$ cat src/rtl/dfpm_pkg.sv
package dfpm_pkg;
    localparam int WORD_W = 4;
    localparam int ADDR_W = 22;

    typedef enum logic [3:0] {
        S_PWR, S_REFC, S_REFR, S_PRE, S_IDLE,
        S_RSET, S_ROW, S_CSET, S_COL, S_CP, S_PAGE
    } st_e;

    typedef struct packed {
        logic ras_n;
        logic cas_n;
        logic we_n;
        logic oe_n;
    } strb_t;

    typedef struct packed {
        logic              we;
        logic [ADDR_W-1:0] addr;
        logic [WORD_W-1:0] data;
    } op_t;

    function automatic int row_bits(input bit four_k);
        return four_k ? 12 : 11;
    endfunction

    function automatic int max2(input int a, input int b);
        return (a > b) ? a : b;
    endfunction

    // Strobe levels implied by each sequencer state
    function automatic strb_t strobes(input st_e s, input logic wr);
        strb_t t;
        t = '1;
        case (s)
            S_REFC: t.cas_n = 1'b0;
            S_REFR: begin t.ras_n = 1'b0; t.cas_n = 1'b0; end
            S_ROW, S_CP, S_PAGE: t.ras_n = 1'b0;
            S_CSET: begin t.ras_n = 1'b0; t.we_n = ~wr; end
            S_COL: begin
                t.ras_n = 1'b0; t.cas_n = 1'b0;
                t.we_n  = ~wr;  t.oe_n  = wr;
            end
            default: t = '1;
        endcase
        return t;
    endfunction
endpackage

$ cat src/rtl/dfpm_timer.sv
module dfpm_timer #(
    parameter int T_INIT = 10000,
    parameter int T_REFI = 780
) (
    input  logic clk,
    input  logic rst,
    input  logic take,
    output logic pwr_done,
    output logic ref_due
);
    localparam int PW = $clog2(T_INIT + 1);
    localparam int RW = $clog2(T_REFI + 1);

    logic [PW-1:0] pwr_cnt;
    logic [RW-1:0] ref_cnt;

    always_ff @(posedge clk) begin
        if (rst) begin
            pwr_cnt  <= '0;
            pwr_done <= 1'b0;
        end else if (!pwr_done) begin
            if (pwr_cnt == PW'(T_INIT - 1)) pwr_done <= 1'b1;
            else                            pwr_cnt  <= pwr_cnt + 1'b1;
        end
    end

    always_ff @(posedge clk) begin
        if (rst || !pwr_done || take) begin
            ref_cnt <= '0;
            ref_due <= 1'b0;
        end else if (!ref_due) begin
            if (ref_cnt == RW'(T_REFI - 1)) ref_due <= 1'b1;
            else                            ref_cnt <= ref_cnt + 1'b1;
        end
    end
endmodule

$ cat src/rtl/dfpm_rowtrack.sv
module dfpm_rowtrack #(
    parameter int ROW_W     = 12,
    parameter int T_RAS     = 4,
    parameter int T_RAS_MAX = 500
) (
    input  logic             clk,
    input  logic             rst,
    input  logic             ras_low,
    input  logic             load,
    input  logic [ROW_W-1:0] load_row,
    input  logic [ROW_W-1:0] probe_row,
    output logic             hit,
    output logic             tras_met,
    output logic             expired
);
    localparam int AW = $clog2(T_RAS_MAX + 1);

    logic [ROW_W-1:0] open_row;
    logic [AW-1:0]    age_q;

    always_ff @(posedge clk) begin
        if (rst)       open_row <= '0;
        else if (load) open_row <= load_row;
    end

    // age_q counts completed low cycles before the current one
    always_ff @(posedge clk) begin
        if (rst || !ras_low)            age_q <= '0;
        else if (age_q != AW'(T_RAS_MAX)) age_q <= age_q + 1'b1;
    end

    assign hit      = (probe_row == open_row);
    assign tras_met = (age_q >= AW'(T_RAS - 1));
    assign expired  = (age_q >= AW'(T_RAS_MAX - 1));
endmodule

$ cat src/rtl/dfpm_ctl.sv
module dfpm_ctl
    import dfpm_pkg::*;
#(
    parameter bit ROW_4K    = 1'b1,
    parameter int T_INIT    = 10000,
    parameter int N_INIT    = 8,
    parameter int T_REFI    = 780,
    parameter int T_RAS     = 4,
    parameter int T_RP      = 3,
    parameter int T_RCD     = 2,
    parameter int T_CAS     = 2,
    parameter int T_CP      = 1,
    parameter int T_RAS_MAX = 500,
    localparam int ROW_W    = row_bits(ROW_4K),
    localparam int COL_W    = ADDR_W - ROW_W
) (
    input  logic              clk,
    input  logic              rst,
    input  logic              req,
    input  logic              req_we,
    input  logic [ADDR_W-1:0] req_addr,
    input  logic [WORD_W-1:0] req_wdata,
    output logic              ready,
    output logic              rvalid,
    output logic [WORD_W-1:0] rdata,
    output logic              ras_n,
    output logic              cas_n,
    output logic              we_n,
    output logic              oe_n,
    output logic [ROW_W-1:0]  dram_addr,
    output logic [WORD_W-1:0] dq_out,
    output logic              dq_oe,
    input  logic [WORD_W-1:0] dq_in
);
    localparam int TMAX = max2(max2(max2(T_RAS, T_RP), max2(T_RCD, T_CAS)), T_CP);
    localparam int CW   = $clog2(TMAX + 1);
    localparam int IW   = $clog2(N_INIT + 1);

    st_e            st_q;
    logic [CW-1:0]  cnt_q;
    logic [IW-1:0]  init_left;
    logic           pend_q;
    op_t            op_q;
    strb_t          pins;
    logic           pwr_done, ref_due, hit, tras_met, expired;
    logic [ROW_W-1:0] op_row, req_row;
    logic [COL_W-1:0] op_col;

    assign op_row  = op_q.addr[ADDR_W-1 -: ROW_W];
    assign op_col  = op_q.addr[COL_W-1:0];
    assign req_row = req_addr[ADDR_W-1 -: ROW_W];

    dfpm_timer #(.T_INIT(T_INIT), .T_REFI(T_REFI)) u_timer (
        .clk(clk), .rst(rst), .take(st_q == S_REFC),
        .pwr_done(pwr_done), .ref_due(ref_due)
    );

    dfpm_rowtrack #(.ROW_W(ROW_W), .T_RAS(T_RAS), .T_RAS_MAX(T_RAS_MAX)) u_rows (
        .clk(clk), .rst(rst), .ras_low(!pins.ras_n), .load(st_q == S_RSET),
        .load_row(op_row), .probe_row(req_row),
        .hit(hit), .tras_met(tras_met), .expired(expired)
    );

    assign pins = strobes(st_q, op_q.we);
    assign ras_n = pins.ras_n;
    assign cas_n = pins.cas_n;
    assign we_n  = pins.we_n;
    assign oe_n  = pins.oe_n;
    assign dq_out = op_q.data;
    assign dq_oe  = op_q.we && (st_q == S_CSET || st_q == S_COL);

    assign ready = (st_q == S_IDLE && !ref_due) ||
                   (st_q == S_PAGE && !ref_due && !expired && !pend_q);

    always_comb begin
        case (st_q)
            S_RSET, S_ROW:              dram_addr = op_row;
            S_CSET, S_COL, S_CP, S_PAGE: dram_addr = {{(ROW_W-COL_W){1'b0}}, op_col};
            default:                    dram_addr = '0;
        endcase
    end

    always_ff @(posedge clk) begin
        if (rst) begin
            st_q      <= S_PWR;
            cnt_q     <= '0;
            init_left <= IW'(N_INIT);
            pend_q    <= 1'b0;
            op_q      <= '0;
            rvalid    <= 1'b0;
            rdata     <= '0;
        end else begin
            rvalid <= 1'b0;
            if (cnt_q != '0) cnt_q <= cnt_q - 1'b1;
            case (st_q)
                S_PWR:  if (pwr_done) st_q <= S_REFC;
                S_REFC: begin st_q <= S_REFR; cnt_q <= CW'(T_RAS - 1); end
                S_REFR: if (cnt_q == '0) begin
                    st_q  <= S_PRE;
                    cnt_q <= CW'(T_RP - 1);
                    if (init_left != '0) init_left <= init_left - 1'b1;
                end
                S_PRE: if (cnt_q == '0) begin
                    if (init_left != '0 || ref_due) st_q <= S_REFC;
                    else if (pend_q) begin st_q <= S_RSET; pend_q <= 1'b0; end
                    else st_q <= S_IDLE;
                end
                S_IDLE: begin
                    if (ref_due) st_q <= S_REFC;
                    else if (req) begin
                        op_q <= '{we: req_we, addr: req_addr, data: req_wdata};
                        st_q <= S_RSET;
                    end
                end
                S_RSET: begin st_q <= S_ROW; cnt_q <= CW'(T_RCD - 1); end
                S_ROW:  if (cnt_q == '0) st_q <= S_CSET;
                S_CSET: begin st_q <= S_COL; cnt_q <= CW'(T_CAS - 1); end
                S_COL: if (cnt_q == '0) begin
                    if (!op_q.we) begin rdata <= dq_in; rvalid <= 1'b1; end
                    st_q  <= S_CP;
                    cnt_q <= CW'(T_CP - 1);
                end
                S_CP: if (cnt_q == '0) st_q <= S_PAGE;
                S_PAGE: begin
                    if (pend_q || ref_due || expired) begin
                        if (tras_met) begin st_q <= S_PRE; cnt_q <= CW'(T_RP - 1); end
                    end else if (req) begin
                        op_q <= '{we: req_we, addr: req_addr, data: req_wdata};
                        if (hit) st_q <= S_CSET;
                        else     pend_q <= 1'b1;
                    end
                end
                default: st_q <= S_PWR;
            endcase
        end
    end


    cbr_order_chk: assert property (@(posedge clk) disable iff (rst)
        ($fell(ras_n) && !cas_n) |-> !$past(cas_n));

    ras_min_chk: assert property (@(posedge clk) disable iff (rst)
        $rose(ras_n) |-> $past(tras_met));

    col_addr_stable_chk: assert property (@(posedge clk) disable iff (rst)
        (!cas_n && !$past(cas_n)) |-> $stable(dram_addr));

    wdata_setup_chk: assert property (@(posedge clk) disable iff (rst)
        ($fell(cas_n) && !we_n) |-> ($past(dq_oe) && !$past(we_n)));

    rvalid_pulse_chk: assert property (@(posedge clk) disable iff (rst)
        rvalid |=> !rvalid);

    ready_init_chk: assert property (@(posedge clk) disable iff (rst)
        ready |-> (pwr_done && init_left == '0));
endmodule

$ cat config.mk
export PLATFORM = sky130hd
export DESIGN_NAME = dfpm_ctl
export DESIGN_NICKNAME = d
export VERILOG_FILES = /design/src/rtl/dfpm_pkg.sv /design/src/rtl/dfpm_timer.sv /design/src/rtl/dfpm_rowtrack.sv /design/src/rtl/dfpm_ctl.sv
export SDC_FILE = /design/constraint.sdc
export NUM_CORES = 1
export LEC_CHECK = 0
export ABC_AREA = 1
export BUFFER_PORTS_ARGS = -buffer_cell sky130_fd_sc_hd__buf_2
export CORE_AREA = 2 2 95 97
export CTS_BUF_LIST = sky130_fd_sc_hd__clkbuf_4
export CTS_CLUSTER_DIAMETER = 40
export DETAILED_ROUTE_END_ITERATION = 8
export DIE_AREA = 0 0 97 99
export PLACE_DENSITY = 0.86
export SLEW_MARGIN = 20
export SYNTH_ARGS = -nofsm -noshare
export SYNTH_HDL_FRONTEND = slang
export SYNTH_SLANG_ARGS = --single-unit
$ cat constraint.sdc
create_clock -name clk -period 4.3 [get_ports clk]
set_clock_uncertainty 0.15 [all_clocks]
set_input_delay 0.215 -clock clk [delete_from_list [all_inputs] [get_ports clk]]
set_output_delay 0.215 -clock clk [all_outputs]
set_load 0.1 [all_outputs]
* Word level (Yosys, flattened, before mapping)
Index checks and enable logic that the tools add are counted.
Word-level totals: register bits after elaboration 91, bits of input ports 34, output and inout bits 27, word-level logic and storage cells 136
Cells by class: add/sub/neg operators 5, $lt $le $gt $ge 2, eq/ne operators 29, mux-type cells 41, bitwise operators 7, reductions and logical operators 37
Operators by type and width (number):
- 27-bit two-way mux | 3
- 27-bit one-hot mux with 2 select lines | 1
- 4-bit two-way mux | 12
- 4-bit one-hot mux with 11 select lines | 1
- 12-bit one-hot mux with 2 select lines | 1
- 3-bit two-way mux | 6
- 2-bit inequality test, second input constant | 9
- 4-bit by 3-bit == test with 1-bit output, second input constant | 4
- 1-bit two-way mux | 15
- 3-bit one-hot mux with 5 select lines | 1
- 14-bit by 1-bit adder with 14-bit output, second input constant | 1
- 14-bit == test, second input constant | 1
- 12-bit == test | 1
- 4-bit == test, second input constant | 3
- 10-bit by 1-bit adder with 10-bit output, second input constant | 1
- 10-bit == test, second input constant | 1
- 10-bit AND reduction | 1
- 9-bit by 1-bit adder with 9-bit output, second input constant | 1
- 9-bit by 2-bit >= comparator with 1-bit output, second input constant | 1
- 9-bit >= comparator, second input constant | 1
- 3-bit by 2-bit inequality test with 1-bit output, second input constant | 3
- 9-bit inequality test, second input constant | 1
- 3-bit AND reduction | 3
- 4-bit by 2-bit == test with 1-bit output, second input constant | 2
- 21 further kinds | 47

* Longest topological paths before layout
depth after elaboration 5, depth in mapped cells 14, mapped depth without buffers 13

* By module
A second synthesis with hierarchy kept.
Second synthesis, totals: cell total of the unflattened synthesis 728, area total of the unflattened synthesis 4835.9 um^2
By module, submodules not included:
- dfpm_ctl | times used 1, cells each 352, area an instance 2329.7 um^2, sequential area each 880.8 um^2
- dfpm_timer | times used 1, cells each 210, area an instance 1406.3 um^2, sequential area each 520.5 um^2
- dfpm_rowtrack | times used 1, cells each 166, area an instance 1099.8 um^2, sequential area each 420.4 um^2

* Worst setup path before layout
No wires, ideal clock.
path kind reg2reg, from register u_rows.age_q[0], to register st_q[2], setup time 64 ps, arrival time 3506 ps, required time 4086 ps, path slack 580 ps, stages on the path, launching flop included 11, buffers on the path 0, clock period less this slack 3720 ps, cell sequence dfxtp_1 > ha_1 > nor2_1 > nand3_1 > nand3_1 > nand2_2 > o21ai_0 > inv_1 > nand3b_1 > nor2_1 > nor2_1
On the way: word-level cells in the longest chain between the ends 4, elaborated cells on any way between the ends 9, those cells by class order compare: 2; eq/ne: 3; mux: 2; reduce/logical: 2
Ends and longest elaborated chain:
- start, declared | RTL line dfpm_rowtrack.sv:19 | logic [AW-1:0] age_q;
- start signal, assigned | RTL line dfpm_rowtrack.sv:29 | else if (age_q != AW'(T_RAS_MAX)) age_q <= age_q + 1'b1;
- 9-bit >= comparator | RTL line dfpm_rowtrack.sv:34 | assign expired = (age_q >= AW'(T_RAS_MAX - 1));
- 1-bit logical OR | RTL line dfpm_ctl.sv:125 | if (pend_q || ref_due || expired) begin
- 3-bit inequality test (no line), or another cell as far along
- 10-bit AND reduction (no line) / 4-bit one-hot mux with 11 select lines (equally long branches)
- end signal, assigned | RTL line dfpm_ctl.sv:123 | S_CP: if (cnt_q == '0) st_q <= S_PAGE;
- end signal, assigned | RTL line dfpm_ctl.sv:126 | if (tras_met) begin st_q <= S_PRE; cnt_q <= CW'(T_RP - 1); end
- end signal, assigned | RTL line dfpm_ctl.sv:129 | if (hit) st_q <= S_CSET;
- end, declared | RTL line dfpm_ctl.sv:39 | st_e st_q;
Parallel ways exist; a longest one is shown, timed or not. A chain may end at the register's enable or synchronous reset.

* Worst setup path after layout
from register st_q[0], to output port dram_addr[3]
On the way: word-level cells in the longest chain between the ends 3, elaborated cells on any way between the ends 9, those cells by class eq/ne: 6; mux: 1; reduce/logical: 2
Ends and longest elaborated chain:
- start signal, assigned | RTL line dfpm_ctl.sv:85 | st_q <= S_PWR;
- start signal, assigned | RTL line dfpm_ctl.sv:96 | S_PWR: if (pwr_done) st_q <= S_REFC;
- start signal, assigned | RTL line dfpm_ctl.sv:97 | S_REFC: begin st_q <= S_REFR; cnt_q <= CW'(T_RAS - 1); end
- 4-bit by 3-bit == test with 1-bit output / 4-bit == test (equally long branches) | RTL line dfpm_ctl.sv:76 | case (st_q)
- 4-bit OR reduction / 2-bit OR reduction (equally long branches) | RTL line dfpm_ctl.sv:76
- 12-bit one-hot mux with 2 select lines * | RTL line dfpm_ctl.sv:76
- end, declared | RTL line dfpm_ctl.sv:30 | output logic [ROW_W-1:0] dram_addr,
Every way passes the cells marked *; elsewhere a longest branch is shown, timed or not.

==> flow_metrics.py <==
metrics = {
    "synth": {
        "synth_area_leaders": "dfxtp_1 (39%), nand2_1 (9.2%), inv_1 (7.2%)",
        "synth_area_sq_um": 4630,
        "synth_cell_types": 37,
        "synth_flop_cell": "dfxtp_1",
        "synth-seq-cells": 91,
        "synthArstFlopShare": 0,
        "synth_area_leader_cell": "dfxtp_1",
        "synth.most_common_cell": "nand2_1",
        "syn_nets": 715,
        "synth.top_cell.area_share": 0.393,
        "yosysSeqAreaShare": 0.393,
        "synth_warnings": 0,
        "synthTopCellsByCount": "nand2_1 (114), dfxtp_1 (91), inv_1 (89)",
        "synthCells": 672,
        "avgSynthCellArea_sq_um": 6.89,
        "synth_edf_count": 0,
    },
    "placement": {
        "dpl_cell_area_sq_um": 4950,
        "port_buffers": 60,
        "hpwlAfterDp_um": 7510,
        "gp_congestion": 0.907,
    },
    "pwr": {
        "p_int_w": 0.00142,
        "p_comb_frac": 0.412,
        "leakagePower_nw": 2.23,
        "irDropWorstVdd_uv": 296,
        "switchingPower_w": 0.00115,
        "p_per_area_nw_per_um2": 475,
        "swShare": 0.449,
        "p_clk_frac": 0.193,
        "total_power_w": 0.00257,
        "seqPwrFrac": 0.396,
    },
    "clocking": {
        "cts.clk_slew.worst_paths_ps": 130,
        "clock_latency_ps": 440,
        "root_buffer": "clkbuf_4",
        "cts_buffers": 9,
        "cts_resized": 0,
        "clk_path_buf_depth": 2,
        "ctsHtreeMaxLevel": 3,
        "cts_tree": "done",
        "holdBufCountCts": 32,
        "post_cts_buffers": 0,
        "cts_sinks": 91,
    },
    "sta": {
        "worst_pin_slew_ps": 987,
        "max_freq_ghz": 0.346,
        "period_needed_ps": 2890,
        "period_share": 0.673,
        "max-slew-margin-rel": 0.342,
        "finalHoldViolations": 0,
        "drv_slew": 0,
        "rsz0062_at_grt": "no",
        "setup_tns_ps": 0,
        "final-setup-viol-count": 0,
    },
    "worst_setup_path": {
        "worstPathRequired_ps": 3930,
        "cp-end-kind": "primary output",
        "crit_type": "reg -> out",
        "ff2ff_path_depth": 7,
        "crit_arrival_ps": 2530,
        "critPathMaxFanout": 11,
        "start_kind": "flop",
    },
    "routing": {
        "first_pass_iters": 6,
        "wl_um": 11400,
        "wl_per_cell_um": 13.2,
        "ant_nets": 0,
        "drt_iter0_drc": 258,
        "vias": 4689,
        "drc_errors": 0,
        "post_drt_via_cell_ratio": 5.41,
    },
    "floorplan": {
        "ios": 61,
        "initial_core_util": 0.542,
        "die_y_um": 99,
        "chipWidth_um": 97,
        "core-area_sq_um": 8550,
        "rows": 34,
        "dieArea_sq_um": 9600,
    },
    "cells_and_area": {
        "nNetsFinal": 796,
        "antenna_cells": 0,
        "multi_input_area_sq_um": 2320,
        "area_growth_pct": 17.0,
        "seq_area_sq_um": 1820,
        "drive_gt1_frac": 0.142,
        "nFillCells": 707,
        "fin_area_sq_um": 5420,
    },
    "grt": {
        "grt.total_usage": 0.239,
        "grt_max_degree": 42,
        "grt-ovfl-total": 0,
        "grt_pass1_wl_um": 19200,
        "grt_pass1_vias": 4417,
        "antenna_found_initial": 0,
    },
    "run": {
        "drv_cap": 0,
    },
    "outcome": {
        "outcome": "complete, no violations",
    },
    "hold_path": {
        "min_path_cells": 5,
        "holdCritPathClass": "in -> reg",
    },
}
power by group through the flow:
| stage | registers (W) | clock network (W) | logic [W] |
|---|---|---|---|
| after CTS | 0.00101 | 0.000508 | 0.00105 |
| after detailed placement | 0.00103 | 0 | 0.00102 |
| after global routing | 0.00103 | 0.000537 | 0.00117 |
| after global placement | 0.00103 | 0 | 0.000993 |
| after floorplan | 0.00107 | 0 | 0.000813 |
| final | 0.00102 | 0.000496 | 0.00106 |
through the flow:
step	util	worst slack, ps	hold WS [ps]	std cells
after floorplan	-	580	200	672
after global placement	0.579	1980	288	818
after detailed placement	0.579	1890	300	818
after CTS	0.634	1540	4.09	866
after global routing	0.634	1260	43.8	866
final	0.634	1410	25.3	866
state kept, by name, indices dropped and copies added, names as in the netlist:
signal / count
u_rows.open_row: 12
cnt_q: 3
op_col: 10
st_q: 4
init_left: 4
u_rows.age_q: 9
pend_q: 1
u_timer.ref_cnt: 10
rvalid: 1
rdata: 4
u_timer.ref_due: 1
u_timer.pwr_cnt: 14
dq_out: 4
op_q: 13
u_timer.pwr_done: 1
critical path, cell delays in order, from the launching register on:
cell,delay [ps]
dfxtp_1,480
inv_2,90
nand2_1,130
nor2_1,100
nor2_2,140
nand2_1,260
o21ai_0,390
o21ai_0,170
buf_2,320
layout by cell type (no fill, tap or decap), drive strengths merged:
master and n:
dlygate4sd3 32, nand3 29, bufinv 1, clkbuf 10
ha 9, o21ai 86, nor3 19, o21a 2
and3 1, o22ai 2, nand3b 4, xor2 9
nand4 9, clkinvlp 2, nor4 3, nor3b 1
nand2 122, nor2 89, clkinv 1, inv 98
a31oi 2, xnor2 6, dfxtp 91, a21oi 64
buf 61, or2 2, a211oi 3
routing by layer:
metal,GRT usage,part of all wire
met1,0.277,0.41
met4,0.147,0.046
met3,0.0411,0.050
met5,0,0
met2,0.412,0.49
kinds of logic after synthesis:
kind of cell / count (synthesis) / synth area share
compound gates: 159 / 0.180
flops: 91 / 0.393
fa+ha+maj: 9 / 0.0243
simple gates: 279 / 0.268
buf+inv: 119 / 0.106
xor+xnor: 15 / 0.0284
final cells by class:
class                      count  area share
inverter                      96      0.0674
clock inverter                 6      0.0132
tap                          108      0.0249
sequential                    91       0.336
multi-input combinational    462       0.428
clock buffer                  10      0.0139
timing repair buffer          93       0.116
final timing paths:
path / end / startpoint / slack [ps]
hold / removal: pend_q$_SDFFE_PP0P_ / req / 30
hold reg to reg: init_left[3]$_SDFFE_PP1P_ / init_left[3]$_SDFFE_PP1P_ / 340
setup reg to reg: u_timer.pwr_cnt[1]$_SDFFE_PP0P_ / u_timer.pwr_cnt[0]$_SDFFE_PP0P_ / 1870
setup / recovery: dram_addr[3] / st_q[0]$_SDFFE_PP0P_ / 1410
No activity file was read; power rests on OpenSTA's default activity.
